## config.mk

```make
export PLATFORM = sky130hd
export DESIGN_NAME = capcmp_timer
export DESIGN_NICKNAME = d
export VERILOG_FILES = /design/src/rtl/capcmp_pkg.sv /design/src/rtl/capcmp_tickgen.sv /design/src/rtl/capcmp_core.sv /design/src/rtl/capcmp_timer.sv
export SDC_FILE = /design/constraint.sdc
export NUM_CORES = 1
export LEC_CHECK = 0
export ABC_CLOCK_PERIOD_IN_PS = 3270
export BUFFER_PORTS_ARGS = -buffer_cell sky130_fd_sc_hd__buf_2
export CAP_MARGIN = 20
export CORE_MARGIN = 8
export CORE_UTILIZATION = 50
export DETAILED_ROUTE_END_ITERATION = 8
export PLACE_DENSITY = 0.7
export SYNTH_ARGS = -nofsm -noshare
export SYNTH_HDL_FRONTEND = slang
export SYNTH_SLANG_ARGS = --single-unit
```

## constraint.sdc

```tcl
create_clock -name clk -period 3.27 [get_ports clk]
set_clock_uncertainty 0.1 [all_clocks]
set_input_delay 0.1635 -clock clk [delete_from_list [all_inputs] [get_ports clk]]
set_output_delay 0.1635 -clock clk [all_outputs]
set_load 0.1 [all_outputs]
```

## src/rtl/capcmp_pkg.sv

```systemverilog
package capcmp_pkg;
   localparam int unsigned REG_W  = 32;
   localparam int unsigned ADDR_W = 3;

   localparam logic [ADDR_W-1:0] A_MODE = 3'd0;
   localparam logic [ADDR_W-1:0] A_REF  = 3'd1;
   localparam logic [ADDR_W-1:0] A_CAPT = 3'd2;
   localparam logic [ADDR_W-1:0] A_EVT  = 3'd3;
   localparam logic [ADDR_W-1:0] A_CNT  = 3'd4;

   // mode word field positions
   localparam int unsigned F_EN   = 0;
   localparam int unsigned F_SRC  = 1;
   localparam int unsigned F_RST  = 3;
   localparam int unsigned F_OUT  = 4;
   localparam int unsigned F_EDGE = 6;
   localparam int unsigned F_CRT  = 8;
   localparam int unsigned F_RRT  = 10;
   localparam int unsigned F_PSC  = 12;

   typedef enum logic [1:0] {SRC_SYS, SRC_DIV, SRC_EXT, SRC_OFF} src_e;
   typedef enum logic [1:0] {OUT_NONE, OUT_PULSE, OUT_TOGGLE, OUT_RSVD} outm_e;
   typedef enum logic [1:0] {EDGE_OFF, EDGE_RISE, EDGE_FALL, EDGE_ANY} edge_e;
   typedef enum logic [1:0] {RT_NONE, RT_IRQ, RT_DMA, RT_RSVD} route_e;
endpackage

```

## src/rtl/capcmp_tickgen.sv

```systemverilog
module capcmp_tickgen
   import capcmp_pkg::*;
#(
   parameter int unsigned PSC_W  = 8,
   parameter int unsigned DIV_W  = 4,
   parameter int unsigned SYNC_N = 2
) (
   input  logic             clk,
   input  logic             rst_n,
   input  logic             en,
   input  logic             clr,
   input  src_e             src,
   input  logic [PSC_W-1:0] psc,
   input  logic             pin,
   output logic             tick,
   output logic             pin_rise,
   output logic             pin_fall
);
   generate
      if (SYNC_N < 2) begin : g_bad_sync
         $error("capcmp_tickgen: SYNC_N must be at least 2");
      end
      if (DIV_W < 1) begin : g_bad_div
         $error("capcmp_tickgen: DIV_W must be at least 1");
      end
   endgenerate

   logic [DIV_W-1:0]  div_q;
   logic [SYNC_N-1:0] sync_q;
   logic              hist_q;
   logic [PSC_W-1:0]  pre_q;
   logic              src_tick;
   logic              synced;

   always_ff @(posedge clk) begin
      if (!rst_n) div_q <= '0;
      else        div_q <= div_q + 1'b1;
   end

   for (genvar i = 0; i < SYNC_N; i++) begin : g_sync
      always_ff @(posedge clk) begin
         if (!rst_n)      sync_q[i] <= 1'b0;
         else if (i == 0) sync_q[i] <= pin;
         else             sync_q[i] <= sync_q[(i == 0) ? 0 : i-1];
      end
   end

   assign synced = sync_q[SYNC_N-1];

   always_ff @(posedge clk) begin
      if (!rst_n) hist_q <= 1'b0;
      else        hist_q <= synced;
   end

   assign pin_rise = synced & ~hist_q;
   assign pin_fall = ~synced & hist_q;

   always_comb begin
      unique case (src)
         SRC_SYS: src_tick = en;
         SRC_DIV: src_tick = en & (&div_q);
         SRC_EXT: src_tick = en & pin_rise;
         default: src_tick = 1'b0;
      endcase
   end

   always_ff @(posedge clk) begin
      if (!rst_n || clr)  pre_q <= '0;
      else if (src_tick)  pre_q <= (pre_q == psc) ? '0 : pre_q + 1'b1;
   end

   assign tick = src_tick & (pre_q == psc);
endmodule

```

## src/rtl/capcmp_core.sv

```systemverilog
module capcmp_core
   import capcmp_pkg::*;
#(
   parameter int unsigned CNT_W = 32
) (
   input  logic             clk,
   input  logic             rst_n,
   input  logic             tick,
   input  logic             clr,
   input  logic             restart,
   input  logic [CNT_W-1:0] ref_val,
   input  outm_e            out_mode,
   input  logic             cap_hit,
   output logic [CNT_W-1:0] cnt,
   output logic [CNT_W-1:0] cap_val,
   output logic             match,
   output logic             pin_out
);
   assign match = tick & (cnt == ref_val);

   always_ff @(posedge clk) begin
      if (!rst_n || clr)        cnt <= '0;
      else if (tick)            cnt <= (match && restart) ? '0 : cnt + 1'b1;
   end

   always_ff @(posedge clk) begin
      if (!rst_n)       cap_val <= '0;
      else if (cap_hit) cap_val <= cnt;
   end

   always_ff @(posedge clk) begin
      if (!rst_n || clr) pin_out <= 1'b0;
      else begin
         unique case (out_mode)
            OUT_PULSE:  if (tick)  pin_out <= match;
            OUT_TOGGLE: if (match) pin_out <= ~pin_out;
            default:    pin_out <= 1'b0;
         endcase
      end
   end
endmodule

```

## src/rtl/capcmp_timer.sv

```systemverilog
module capcmp_timer
   import capcmp_pkg::*;
#(
   parameter int unsigned CNT_W  = 32,
   parameter int unsigned PSC_W  = 8,
   parameter int unsigned DIV_W  = 4,
   parameter int unsigned SYNC_N = 2
) (
   input  logic        clk,
   input  logic        rst_n,
   input  logic        wr_en,
   input  logic [2:0]  wr_addr,
   input  logic [31:0] wr_data,
   input  logic [2:0]  rd_addr,
   output logic [31:0] rd_data,
   input  logic        tmr_in,
   output logic        tmr_out,
   input  logic        dma_ack,
   output logic        irq,
   output logic        dreq
);
   localparam int unsigned PAD_W = REG_W - CNT_W;

   generate
      if (CNT_W > REG_W || CNT_W < 2) begin : g_bad_cnt
         $error("capcmp_timer: CNT_W out of range");
      end
      if (F_PSC + PSC_W > REG_W) begin : g_bad_psc
         $error("capcmp_timer: prescaler field does not fit the mode word");
      end
   endgenerate

   logic [REG_W-1:0] mode_q;
   logic [CNT_W-1:0] ref_q;
   logic [1:0]       flag_q;
   logic             dreq_q;

   logic mode_wr, ref_wr, evt_wr;
   assign mode_wr = wr_en && (wr_addr == A_MODE);
   assign ref_wr  = wr_en && (wr_addr == A_REF);
   assign evt_wr  = wr_en && (wr_addr == A_EVT);

   logic   en, restart;
   src_e   src;
   outm_e  out_mode;
   edge_e  cap_edge;
   route_e cap_rt, ref_rt;
   logic [PSC_W-1:0] psc;

   assign en       = mode_q[F_EN];
   assign restart  = mode_q[F_RST];
   assign src      = src_e'(mode_q[F_SRC +: 2]);
   assign out_mode = outm_e'(mode_q[F_OUT +: 2]);
   assign cap_edge = edge_e'(mode_q[F_EDGE +: 2]);
   assign cap_rt   = route_e'(mode_q[F_CRT +: 2]);
   assign ref_rt   = route_e'(mode_q[F_RRT +: 2]);
   assign psc      = mode_q[F_PSC +: PSC_W];

   logic tick, pin_rise, pin_fall, cap_hit, match;
   logic [CNT_W-1:0] cnt, cap_val;

   capcmp_tickgen #(.PSC_W(PSC_W), .DIV_W(DIV_W), .SYNC_N(SYNC_N)) u_tick (
      .clk(clk), .rst_n(rst_n), .en(en), .clr(mode_wr), .src(src), .psc(psc),
      .pin(tmr_in), .tick(tick), .pin_rise(pin_rise), .pin_fall(pin_fall)
   );

   always_comb begin
      unique case (cap_edge)
         EDGE_RISE: cap_hit = en & pin_rise;
         EDGE_FALL: cap_hit = en & pin_fall;
         EDGE_ANY:  cap_hit = en & (pin_rise | pin_fall);
         default:   cap_hit = 1'b0;
      endcase
   end

   capcmp_core #(.CNT_W(CNT_W)) u_core (
      .clk(clk), .rst_n(rst_n), .tick(tick), .clr(mode_wr), .restart(restart),
      .ref_val(ref_q), .out_mode(out_mode), .cap_hit(cap_hit),
      .cnt(cnt), .cap_val(cap_val), .match(match), .pin_out(tmr_out)
   );

   always_ff @(posedge clk) begin
      if (!rst_n) begin
         mode_q <= '0;
         ref_q  <= '0;
      end else begin
         if (mode_wr) mode_q <= wr_data;
         if (ref_wr)  ref_q  <= wr_data[CNT_W-1:0];
      end
   end

   logic [1:0] evt_set, evt_clr;
   assign evt_set = {match, cap_hit};
   assign evt_clr = evt_wr ? wr_data[1:0] : 2'b00;

   always_ff @(posedge clk) begin
      if (!rst_n) flag_q <= '0;
      else        flag_q <= (flag_q & ~evt_clr) | evt_set;
   end

   logic dma_set;
   assign dma_set = (cap_hit && cap_rt == RT_DMA) || (match && ref_rt == RT_DMA);

   always_ff @(posedge clk) begin
      if (!rst_n) dreq_q <= 1'b0;
      else        dreq_q <= dma_set | (dreq_q & ~dma_ack);
   end

   assign dreq = dreq_q;
   assign irq  = (flag_q[0] && cap_rt == RT_IRQ) || (flag_q[1] && ref_rt == RT_IRQ);

   always_comb begin
      unique case (rd_addr)
         A_MODE:  rd_data = mode_q;
         A_REF:   rd_data = {{PAD_W{1'b0}}, ref_q};
         A_CAPT:  rd_data = {{PAD_W{1'b0}}, cap_val};
         A_EVT:   rd_data = {30'd0, flag_q};
         A_CNT:   rd_data = {{PAD_W{1'b0}}, cnt};
         default: rd_data = '0;
      endcase
   end
endmodule

```

-- Word level (Yosys, flattened, before mapping)
Cells that the tools add are included.
- add/sub/neg operators: 3
- equal/unequal tests: 21
- muxes and demuxes: 9
- bitwise logic cells: 18
- reduce and logical (&&, ||, !) cells: 17
- operators with widths (kind ; number):
    one-hot mux 32 bit (5 select lines) ; 1
    adder 32 x 1 -> 32 bit, second input constant ; 1
    equality test 32 bit ; 1
    2-to-1 mux 32 bit ; 1
    equality test 2 bit, second input constant ; 6
    equality test 2 x 1 -> 1 bit, second input constant ; 5
    AND 1 bit ; 9
    equality test 3 x 2 -> 1 bit, second input constant ; 3
    adder 8 x 1 -> 8 bit, second input constant ; 1
    equality test 8 bit ; 1
    logical AND 1 bit ; 8
    2-to-1 mux 8 bit ; 1
    equality test 3 x 1 -> 1 bit, second input constant ; 2
    zero test 3 bit ; 2
    one-hot mux 1 bit (3 select lines) ; 2
    adder 4 x 1 -> 4 bit, second input constant ; 1
    inverter 1 bit ; 4
    AND reduction 4 bit ; 1
    equality test 3 bit, second input constant ; 1
    logical OR 1 bit ; 3
    AND 2 bit ; 1
    zero test 2 bit ; 1
    2-to-1 mux 1 bit ; 2
    2-to-1 mux 2 bit ; 1
    8 further kinds ; 9
- bits in registers: 147
- bits of input ports: 43
- output and inout bits: 35
- logic and storage cells: 80

-- Logic depth before layout (Yosys ltp)
Gate-level depths: netlist (run 1).
- depth in word-level cells: 9
- mapped depth: 9
- depth with buffers taken out: 7

-- By module
Synthesis (run 1) repeated with hierarchy kept, for this count alone.
- cell total of the unflattened synthesis: 881
- area, all modules: 7684.9 um^2
- by module, submodules not included (module ; times used ; cells an instance ; area an instance (um^2) ; seq. area each (um^2)):
    capcmp_timer ; 1 ; 457 ; 3632.2 ; 1341.3
    capcmp_core ; 1 ; 335 ; 3166.8 ; 1301.2
    capcmp_tickgen ; 1 ; 89 ; 885.8 ; 300.3

-- Worst setup path after synthesis (run 1)
No wires, ideal clock.
- kind: flip-flop to flip-flop
- start: register u_tick.div_q[0]
- end: register u_core.cnt[26]
- library setup time: 0.070 ns
- data arrival time: 2.086 ns
- required time: 3.100 ns
- slack: 1.015 ns
- stages on the path, launching flop included: 9
- buffers on the path: 2
- period minus slack after synthesis: 2.255 ns
- cells stage by stage: dfxtp_1 -> ha_1 -> and4b_1 -> o221ai_2 -> or3_1 -> buf_2 -> buf_6 -> or4_1 -> a21oi_1
- longest elaborated chain between the ends: 7
- RTL lines (what ; RTL line ; text):
    start, declared ; capcmp_tickgen.sv:28 ; logic [DIV_W-1:0] div_q;
    start signal, assigned ; capcmp_tickgen.sv:37 ; else div_q <= div_q + 1'b1;
    AND reduction 4 bit * ; capcmp_tickgen.sv:61 ; SRC_DIV: src_tick = en & (&div_q);
    AND 1 bit * ; capcmp_tickgen.sv:61 ;
    one-hot mux 1 bit (3 select lines) * ; capcmp_tickgen.sv:59 ; unique case (src)
    AND 1 bit * ; capcmp_tickgen.sv:72 ; assign tick = src_tick & (pre_q == psc);
    AND 1 bit ; capcmp_core.sv:19 ; assign match = tick & (cnt == ref_val);
    logical AND 1 bit ; capcmp_core.sv:23 ; else if (tick) cnt <= (match && restart) ? '0 : cnt + 1'b1;
    2-to-1 mux 32 bit ; capcmp_core.sv:23 ;
    end signal, assigned ; capcmp_core.sv:23 ;
    end, declared ; capcmp_core.sv:14 ; output logic [CNT_W-1:0] cnt,
Mark *: on every way between the ends. The rest lies on a longest branch, timed or not.
A chain may end at the register's enable or synchronous reset.

-- Final worst setup path (run 1)
- start: register u_tick.div_q[0]
- end: register u_core.cnt[31]
The elaborated chain is that of the path after synthesis.

==> results of run 1 <==
[state kept, by name, indices dropped and copies added (netlist names)]
signal          flops
mode_q             32
ref_q              32
u_core.cap_val     32
u_core.cnt         32
u_tick.pre_q        8
u_tick.div_q        4
flag_q              2
dreq                1
u_core.pin_out      1
u_tick.hist_q       1
u_tick.sync_q       1
u_tick.synced       1
[cell families after synthesis]
family          Yosys count  share of synthesized area, %
compound gates          226                          21.6
xor+xnor                 54                          6.71
fa+ha+maj                 7                          1.24
buf+inv                  90                          5.18
flops                   147                          41.7
mux                       2                         0.284
simple gates            358                          23.2
[routing by layer]
metal | track usage (%) | vias up
li1 | - | 3278
met1 | 31.1 | 3261
met5 | 0 | -
met3 | 4.35 | 34
met2 | 38.1 | 221
met4 | 10.3 | 0
[final cells by class]
class                   instances  area (sq um)
multi-input cells             647          3770
clock buffers                  19           453
flip-flops and latches        147          2940
well taps                     180           225
fillers                      1223          5310
repair buffers                137           958
clock inverters                13           135
inverters                      11          41.3
[layout by cell type, fill, tap and decap left out, drive strengths merged, types with 4 or more instances in the layout]
| master | synthesis | final |
|---|---|---|
| inv | 11 | 11 |
| ha | 7 | 7 |
| nand3 | 23 | 23 |
| dlygate4sd3 | 0 | 34 |
| clkinv | 0 | 6 |
| xnor2 | 49 | 49 |
| or3 | 6 | 6 |
| a22o | 30 | 30 |
| dfxtp | 147 | 147 |
| nand2 | 223 | 223 |
| o31ai | 17 | 17 |
| or4 | 17 | 17 |
| clkbuf | 67 | 19 |
| nor4 | 12 | 12 |
| o21ai | 5 | 5 |
| nand4 | 19 | 19 |
| xor2 | 5 | 5 |
| a21oi | 124 | 124 |
| nand3b | 4 | 4 |
| o31a | 4 | 4 |
| buf | 12 | 103 |
| nor2 | 26 | 26 |
| clkinvlp | 0 | 5 |
| nor3 | 5 | 5 |
| and2 | 5 | 5 |
| a221o | 32 | 32 |
[power breakdown]
part	switching, mW	internal, mW	total, mW
Sequential	0.0209	1.81	1.83
Combinational	0.174	0.106	0.280
Clock	0.785	1.16	1.94
[through the flow]
stage | utilization [%] | instances
floorplan | - | 884
global placement | 54.9 | 1088
detailed placement | 54.9 | 1088
CTS | 61.6 | 1154
global route | 61.6 | 1154
finish | 61.6 | 1154
[worst max-delay path by stage]
stage / slack, ns / end / cells after the start
2_1_floorplan: 1.01 / u_core.cnt[26]$_SDFFE_PP0P_ / 8
3_3_place_gp: 0.74 / u_core.cnt[26]$_SDFFE_PP0P_ / 7
3_5_place_dp: 0.67 / u_core.cnt[31]$_SDFFE_PP0P_ / 7
4_1_cts: 0.64 / u_core.cnt[31]$_SDFFE_PP0P_ / 7
5_1_grt: 0.42 / u_core.cnt[31]$_SDFFE_PP0P_ / 7
6_report: 0.62 / u_core.cnt[31]$_SDFFE_PP0P_ / 7
[worst reg2reg max path: stages (launching register included)]
cell	delay [ns]
dfxtp_1	0.36
ha_1	0.20
and4b_1	0.23
o221ai_2	0.25
or3_1	0.44
buf_4	0.27
or4_1	0.57
a21oi_1	0.17
[timing repair]
item,4_1_cts,5_1_grt
gates resized for setup,0,0
hold endpoints to repair,66,0
hold buffers,34,0
==> qor.yml, run 1 <==
floorplanning:
  die-area_sq_um: 18200
  initial_core_util_pct: 51.0
  fp.dieH_microns: 135
  core_area_sq_um: 13800
  die_w_microns: 135
  io_pins: 78
  num_rows: 43
synthesis:
  synth_cells: 884
  ys_top_cells_by_area: "dfxtp_1 (42%), nand2_1 (12%), a21oi_1 (8.8%)"
  ys_seq_area_share_pct: 41.7
  ys_types: 49
  synth_common_cells: "nand2_1 (223), dfxtp_1 (147), a21oi_1 (124)"
  synth_top_area_share_pct: 41.7
  synth_edf_count: 0
  synth_top_area_cell: "dfxtp_1"
  ys_ff_latch: 147
  netlist_area_sq_um: 7050
  avgSynthCellArea_sq_um: 7.98
  async_flop_share_pct: 0
  syn-num-nets: 934
  synth_ff_type: "dfxtp_1"
  synth.most_common_cell: "nand2_1"
  ys_warn_count: 0
critical_path:
  crit_family: "simple AND/OR/NAND/NOR gates"
  cp.required_ns: 3.52
  r2r_slack_ns: 0.62
  critPathSlowestCell: "or4_1"
  r2r_cells: 7
  crit_start: "u_tick.div_q[0]$_SDFF_PN0_"
  r2r_end: "u_core.cnt[31]$_SDFFE_PP0P_"
  path_cells: "ha_1 > and4b_1 > o221ai_2 > or3_1 > buf_4 > or4_1 > a21oi_1"
  reg2reg_from: "u_tick.div_q[0]$_SDFF_PN0_"
  critPathArrivalTime_ns: 2.90
  critPathKind: "flip-flop to flip-flop"
  cp_slowest_stage_delay_ns: 0.55
  crit_buf_inv: 1
  start_kind: "flip-flop"
  critPathMaxFanout: 50
  critPathCaptureType: "flip-flop"
timing:
  report.final.slew_viol_count: 0
  rsz0062_at_grt: "no"
  setup_viol: 0
  setup_tns_ns: 0
  fin_crit_ns: 2.65
  worst_hold_slack_ns: 0.0162
  fin_ws_ns: 0.618
  slew_headroom_pct: 42.8
  tightest_slew_ns: 0.857
  hold_violations: 0
  period_share_pct: 81.1
  max_freq_ghz: 0.377
cts:
  worst_skew_pair.late_latency_ns: 0.43
  postCtsSetupBuffers: 0
  ctsRootBufferMaster: "clkbuf_16"
  cts_sinks: 147
  cts_tree: "built"
  cts_made_buffers: 17
  htree_levels: 4
  path_clk_slew_ns: 0.06
  clk_path_buf_depth: 2
worst_hold_path:
  min_from: "dma_ack"
  holdPathEnd: "dreq$_SDFF_PN0_"
  timing.hold.worst_path_depth: 4
  min_path_type: "primary input to flip-flop"
finish:
  num-nets-final: 1011
  area_growth_pct: 20.8
  n_antenna_cell: 0
  design_area_sq_um: 8520
  layout-drive-gt1-share_pct: 15.6
power_and_ir_drop:
  p_total_mw: 4.06
  leakage_nw: 2.95
  vdd_ir_drop_max_mv: 0.415
  p_per_area_nw_per_um2: 476
global_routing:
  grt_overflow_total: 0
  grt_pass1_wl_microns: 34400
  grt_pass1_vias: 6385
  grtUsageTotal_pct: 24.0
  antenna_found_initial: 0
  grt_start_max_net_pins: 51
place:
  gp_congestion: 0.873
  place_ws_ns: 0.667
  io_buffers: 77
  dpl_cell_area_sq_um: 7590
  hpwl_microns: 14200
routing:
  top_layer: "met4"
  vias: 6794
  viasPerCell: 5.89
  met3_length_microns: 1270
  ant_nets: 0
  drtIter0Drc: 548
  routed-wl-met2_microns: 10200
  wirelength_met1_microns: 9540
  finalWirelength_microns: 21600
  drc_errors: 0
  firstDrtPassIters: 5
  post_drt_wl_per_cell_microns: 18.7
flow_run:
  drv_cap: 0
run_status:
  status: "finished, final reports clean"
(Power assumes the default switching activity.)
==> run 2: changes to the inputs <==
Settings changed: ABC_CLOCK_PERIOD_IN_PS 3270 to 2260, PLACE_DENSITY 0.7 to 0.72.
Clock period 3.27 ns to 2.26 ns, I/O delays scaled along.
==> run 2 against run 1 <==
Against the previous run:
- sequential share of layout area decreased by 4.3 points
- critical endpoint is now u_core.cnt[17]$_SDFFE_PP0P_
- worst setup slack worse by 0.69 ns
- clock power increased by 65%
- via count is 6.4% higher
- wire length is 6.2% higher
- cell area is 14% higher
- die area is the same
- the flow now finishes with violations (negative setup slack)
- sequential cell count is the same
==> qor.yml, run 2 (synthesis results as in run 1) <==
place:
  place_ws_ns: -0.0742  # was 0.667 ns
  dpl_cell_area_sq_um: 8450  # was 7590 sq um
  placed_cells: 1131  # was 1088
  gp_congestion: 0.881  # was 0.873
  io_buffers: 77  # unchanged
  hpwl_microns: 15000  # was 14200 microns
run_status:
  violations: "negative setup slack"
  status: "complete, but fails checks"  # was finished, final reports clean
cts:
  htree_levels: 4  # unchanged
  cts_tree: "built"  # unchanged
  ctsRootBufferMaster: "clkbuf_16"  # unchanged
  clk_path_buf_depth: 2  # unchanged
  path_clk_slew_ns: 0.06  # about the same
  cts_made_buffers: 17  # unchanged
  cts_sinks: 147  # unchanged
  worst_skew_pair.late_latency_ns: 0.42  # was 0.43 ns
routing:
  drtIter0Drc: 802  # was 548
  finalWirelength_microns: 22900  # was 21600 microns
  firstDrtPassIters: 5  # unchanged
  viasPerCell: 5.99  # was 5.89
  ant_nets: 0  # unchanged
  drc_errors: 0  # unchanged
  vias: 7231  # was 6794
  post_drt_wl_per_cell_microns: 19.0  # was 18.7 microns
timing:
  slew_headroom_pct: 42.4  # was 42.8%
  setup_viol: 4  # was 0
  tightest_slew_ns: 0.865  # was 0.857 ns
  max_freq_ghz: 0.430  # was 0.377 GHz
  worst_hold_slack_ns: 0.0524  # was 0.0162 ns
  hold_violations: 0  # unchanged
  fin_crit_ns: 2.33  # was 2.65 ns
  period_share_pct: 103  # was 81.1%
  rsz0062_at_grt: "yes"  # was no
  fin_ws_ns: -0.0678  # was 0.618 ns
  report.final.slew_viol_count: 0  # unchanged
floorplanning:
  fp.dieH_microns: 135  # unchanged
  num_rows: 43  # unchanged
  die_w_microns: 135  # unchanged
  initial_core_util_pct: 51.0  # unchanged
  core_area_sq_um: 13800  # unchanged
  die-area_sq_um: 18200  # unchanged
  io_pins: 78  # unchanged
finish:
  n_antenna_cell: 0  # unchanged
  num-nets-final: 1064  # was 1011
  finalNonFillerCells: 1207  # was 1154
  design_area_sq_um: 9740  # was 8520 sq um
  layout-drive-gt1-share_pct: 22.0  # was 15.6%
  layout_commonest_cell: "nand2_1"  # unchanged
  nFillCells: 972  # was 1223
  final_cell_mix: "nand2_1 (223), dfxtp_1 (143), a21oi_1 (117)"  # was nand2_1 (223), dfxtp_1 (147), a21oi_1 (124)
  area_growth_pct: 38.1  # was 20.8%
global_routing:
  grt_overflow_total: 0  # unchanged
  grt_pass1_vias: 7040  # was 6385
  use_met3_pct: 4.72  # was 4.35%
  met2_usage_pct: 41.1  # was 38.1%
  use_met1_pct: 31.8  # was 31.1%
  grt_start_max_net_pins: 100  # was 51
  grtUsageTotal_pct: 25.2  # was 24.0%
  busiest_layer: "met2"  # unchanged
  grt_pass1_wl_microns: 36600  # was 34400 microns
  antenna_found_initial: 0  # unchanged
worst_hold_path:
  min_from: "wr_addr[2]"  # was dma_ack
  min_path_type: "primary input to flip-flop"  # unchanged
critical_path:
  crit_family: "simple AND/OR/NAND/NOR gates"  # unchanged
  critPathArrivalTime_ns: 2.58  # was 2.90 ns
  start_kind: "flip-flop"  # unchanged
  crit_start: "u_tick.div_q[0]$_SDFF_PN0_"  # unchanged
  cp.required_ns: 2.51  # was 3.52 ns
  critPathSlowestCell: "or4_1"  # unchanged
  critPathMaxFanout: 13  # was 50
  reg2reg_from: "u_tick.div_q[0]$_SDFF_PN0_"  # unchanged
  crit_buf_inv: 1  # unchanged
  path_cells: "ha_4 > and4b_1 > o221ai_2 > or3_4 > buf_12 > or4_1 > a21oi_2"  # was ha_1 > and4b_1 > o221ai_2 > or3_1 > buf_4 > or4_1 > a21oi_1
  critPathKind: "flip-flop to flip-flop"  # unchanged
  cp_slowest_stage_delay_ns: 0.55  # about the same
  critPathCaptureType: "flip-flop"  # unchanged
  r2r_slack_ns: -0.07  # was 0.62 ns
flow_run:
  drv_cap: 0  # unchanged
power_and_ir_drop:
  leakage_nw: 3.43  # was 2.95 nW
  p_total_mw: 6.34  # was 4.06 mW
  p_per_area_nw_per_um2: 651  # was 476 nW/um^2
  vdd_ir_drop_max_mv: 0.434  # was 0.415 mV
-- run 2: cell count changes in the layout (fill, tap and decap cells not counted), moves of 4 or more --
cell,change
o31ai_1,-5
dlygate4sd3_1,+5
dfxtp_1,-4
or4_1,-5
a21oi_2,+7
bufinv_16,+4
buf_4,+41
clkinvlp_4,-5
buf_2,-32
buf_12,+36
o31ai_2,+5
a21oi_1,-7
dfxtp_2,+4
or4_4,+5
-- run 2: report_power, final --
group          switching (mW)  leakage, nW  total [mW]  internal (mW)
sequential             0.0310         1.19        2.66           2.62
clock                    1.11        0.331        3.21           2.10
combinational           0.273         1.91       0.476          0.203
-- run 2: timing repair --
action | in CTS | in global routing
buffers inserted | 3 | 0
pin swaps | 4 | 4
cloned | 2 | 0
hold endpoints to repair | 71 | 0
setup endpoints to repair | 16 | 27
resized for setup | 12 | 22
hold buffers | 39 | 0
-- run 2: worst min-delay path: cells and delay by family --
| kind | cells | cell delay, ns |
|---|---|---|
| AND/OR/NAND/NOR | 3 | 0.22 |
| AO/OA/AOI/OAI | 1 | 0.12 |
| buffers and inverters | 1 | 0.07 |
-- run 2: final cells by class --
type                    instances  area, sq um  area share, %
clock buffers                  19          443           4.55
clock inverters                13          230           2.36
inverters                      11         41.3          0.424
multi-input cells             647         3910           40.1
flip-flops and latches        147         2950           30.3
well taps                     180          225           2.31
repair buffers                190         1940           20.0
-- run 2: metrics by stage --
stage               util (%)  TNS, ns
floorplan                  -        0
global placement        61.1  -0.0217
detailed placement      61.1   -0.945
CTS                     69.7        0
global route            70.4   -0.976
finish                  70.4  -0.0992
-- run 2: worst paths after layout --
check | to | depth (start not counted)
min reg2reg | u_core.cap_val[11]$_SDFFE_PN0P_ | 2
min | flag_q[0]$_SDFF_PN0_ | 5
max reg2reg | u_core.cnt[17]$_SDFFE_PP0P_ | 7
max | u_core.cnt[17]$_SDFFE_PP0P_ | 7
-- run 2: layer usage --
| metal | vias to the layer above | part of all wire (%) |
|---|---|---|
| met3 | 60 | 7.5 |
| met2 | 379 | 48 |
| met1 | 3408 | 41 |
| met4 | 0 | 2.9 |
| li1 | 3384 | - |
| met5 | - | 0 |
==> run 3: changes to the inputs <==
Settings changed: MAX_ROUTING_LAYER set to met4.
==> run 3 against run 2 <==
Against the previous run:
- the flow still finishes with violations (negative setup slack)
- power is essentially flat
- combinational power barely moved
- utilization unchanged
- cell count unchanged
- register-to-register slack about the same
- sequential power is essentially flat
- clock power hardly changed
- hold slack improved by 0.0036 ns
- worst setup slack gained 0.0020 ns
- maximum frequency is essentially flat
- critical path type unchanged
==> qor.yml, run 3 (synthesis results as in run 1) <==
flow_run:
  drv_cap: 0  # unchanged
place:
  hpwl_microns: 15000  # unchanged
  gp_congestion: 0.896  # was 0.881
  io_buffers: 77  # unchanged
  placed_cells: 1131  # unchanged
global_routing:
  grtUsageTotal_pct: 25.9  # was 25.2%
  grt_start_max_net_pins: 100  # unchanged
  grt_pass1_wl_microns: 36700  # was 36600 microns
  grt_pass1_vias: 7024  # was 7040
  grt_overflow_total: 0  # unchanged
  antenna_found_initial: 0  # unchanged
floorplanning:
  die_w_microns: 135  # unchanged
  num_rows: 43  # unchanged
  fp.dieH_microns: 135  # unchanged
  initial_core_util_pct: 51.0  # unchanged
  io_pins: 78  # unchanged
  core_area_sq_um: 13800  # unchanged
  die-area_sq_um: 18200  # unchanged
power_and_ir_drop:
  vdd_ir_drop_max_mv: 0.437  # was 0.434 mV
  p_total_mw: 6.34  # about the same
  p_int_mw: 4.93  # about the same
  p_clk_share_pct: 50.6  # about the same
  p_sw_share_pct: 22.3  # about the same
  seq_power_share_pct: 41.9  # about the same
  power.switching_mw: 1.41  # about the same
  power_frac_comb_pct: 7.5  # about the same
  leakage_nw: 3.43  # unchanged
  p_per_area_nw_per_um2: 651  # about the same
critical_path:
  critPathCaptureType: "flip-flop"  # unchanged
  r2r_slack_ns: -0.07  # about the same
  critPathArrivalTime_ns: 2.58  # about the same
  cp_slowest_stage_delay_ns: 0.55  # about the same
  start_kind: "flip-flop"  # unchanged
  path_cells: "ha_4 > and4b_1 > o221ai_2 > or3_4 > buf_12 > or4_1 > a21oi_2"  # unchanged
  critPathKind: "flip-flop to flip-flop"  # unchanged
  cp.required_ns: 2.51  # about the same
  critPathSlowestCell: "or4_1"  # unchanged
  r2r_cells: 7  # unchanged
  critPathMaxFanout: 13  # unchanged
cts:
  htree_levels: 4  # unchanged
  path_clk_slew_ns: 0.06  # about the same
  ctsRootBufferMaster: "clkbuf_16"  # unchanged
  cts_tree: "built"  # unchanged
  cts_made_buffers: 17  # unchanged
  clk_path_buf_depth: 2  # unchanged
  worst_skew_pair.late_latency_ns: 0.42  # about the same
  cts_sinks: 147  # unchanged
routing:
  post_drt_wl_per_cell_microns: 18.9  # was 19.0 microns
  ant_nets: 0  # unchanged
  finalWirelength_microns: 22900  # about the same
  top_layer: "met4"  # unchanged
  viasPerCell: 5.98  # was 5.99
  drc_errors: 0  # unchanged
  firstDrtPassIters: 7  # was 5
  wirelength_met1_microns: 9720  # was 9460 microns
  vias: 7213  # was 7231
  met3_length_microns: 1550  # was 1720 microns
  drtIter0Drc: 756  # was 802
  routed-wl-met2_microns: 11000  # about the same
finish:
  nFillCells: 972  # unchanged
  layout-drive-gt1-share_pct: 22.0  # unchanged
  n_antenna_cell: 0  # unchanged
  finalNonFillerCells: 1207  # unchanged
  layout_commonest_cell: "nand2_1"  # unchanged
  final_cell_mix: "nand2_1 (223), dfxtp_1 (143), a21oi_1 (117)"  # unchanged
  num-nets-final: 1064  # unchanged
  area_growth_pct: 38.1  # unchanged
timing:
  report.final.slew_viol_count: 0  # unchanged
  period_share_pct: 103  # about the same
  hold_violations: 0  # unchanged
  tightest_slew_ns: 0.862  # was 0.865 ns
  rsz0062_at_grt: "yes"  # unchanged
  setup_viol: 4  # unchanged
  fin_ws_ns: -0.0658  # was -0.0678 ns
  fin_crit_ns: 2.33  # about the same
  slew_headroom_pct: 42.5  # was 42.4%
  max_freq_ghz: 0.430  # about the same
run_status:
  violations: "negative setup slack"  # unchanged
  status: "complete, but fails checks"  # unchanged
worst_hold_path:
  timing.hold.worst_path_depth: 5  # unchanged
  min_path_type: "primary input to flip-flop"  # unchanged
-- run 3: cell counts in the layout (fill, tap and decap cells not counted) --
No cell type changed its count.
-- run 3: power by group through the flow --
stage               Clock [mW]  Combinational, mW  Sequential, mW
global route              3.35              0.506            2.66
finish                    3.21              0.476            2.66
CTS                       3.22              0.462            2.65
detailed placement           0              0.399            2.71
floorplan                    0              0.210            2.70
global placement             0              0.395            2.71
-- run 3: path summary, 6_finish.rpt --
path,from,end
worst min-delay path,wr_addr[2],flag_q[0]$_SDFF_PN0_
worst max register to register,u_tick.div_q[0]$_SDFF_PN0_,u_core.cnt[17]$_SDFFE_PP0P_
worst max-delay path,u_tick.div_q[0]$_SDFF_PN0_,u_core.cnt[17]$_SDFFE_PP0P_
worst min register to register,u_core.cap_val[11]$_SDFFE_PN0P_,u_core.cap_val[11]$_SDFFE_PN0P_
-- run 3: per-layer routing --
| metal | vias to the layer above | global-route usage (%) |
|---|---|---|
| met1 | 3440 | 32.1 |
| met5 | - | - |
| met4 | 0 | 11.1 |
| li1 | 3386 | - |
| met3 | 49 | 4.05 |
| met2 | 338 | 41.1 |
-- run 3: final cells by class --
cell class | instances | area (sq um) | share of cell area (%)
clock inverter | 13 | 230 | 2.36
inverter | 11 | 41.3 | 0.424
clock buffer | 19 | 443 | 4.55
multi-input combinational | 647 | 3910 | 40.1
sequential | 147 | 2950 | 30.3
tap | 180 | 225 | 2.31
timing repair buffer | 190 | 1940 | 20.0
-- run 3: critical path: cells and delay by family (launching register included) --
| kind | cells | cell delay (ns) |
|---|---|---|
| AOI/OAI and AO/OA | 2 | 0.29 |
| adders and majority gates | 1 | 0.14 |
| buffers and inverters | 1 | 0.17 |
| DFF | 1 | 0.35 |
| and+or+nand+nor | 3 | 1.21 |
-- run 3: timing repair --
item / 4_1_cts / 5_1_grt
cloned: 2 / 0
gates resized for setup: 12 / 22
setup endpoints to repair: 16 / 27
endpoints found under the hold margin: 71 / 0
hold buffers: 39 / 0
setup buffers: 3 / 0
pin swaps: 4 / 4
-- run 3: per-stage QoR --
step	area (sq um)	hold WS, ns	setup WS (ns)	util, %	setup TNS, ns
floorplan	7050	0.135	0.00450	-	0
global placement	8450	0.218	-0.00415	61.1	-0.0217
detailed placement	8450	0.233	-0.0742	61.1	-0.945
CTS	9640	0.0241	0.00404	69.7	0
global route	9740	0.0903	-0.134	70.4	-0.963
finish	9740	0.0560	-0.0658	70.4	-0.0955
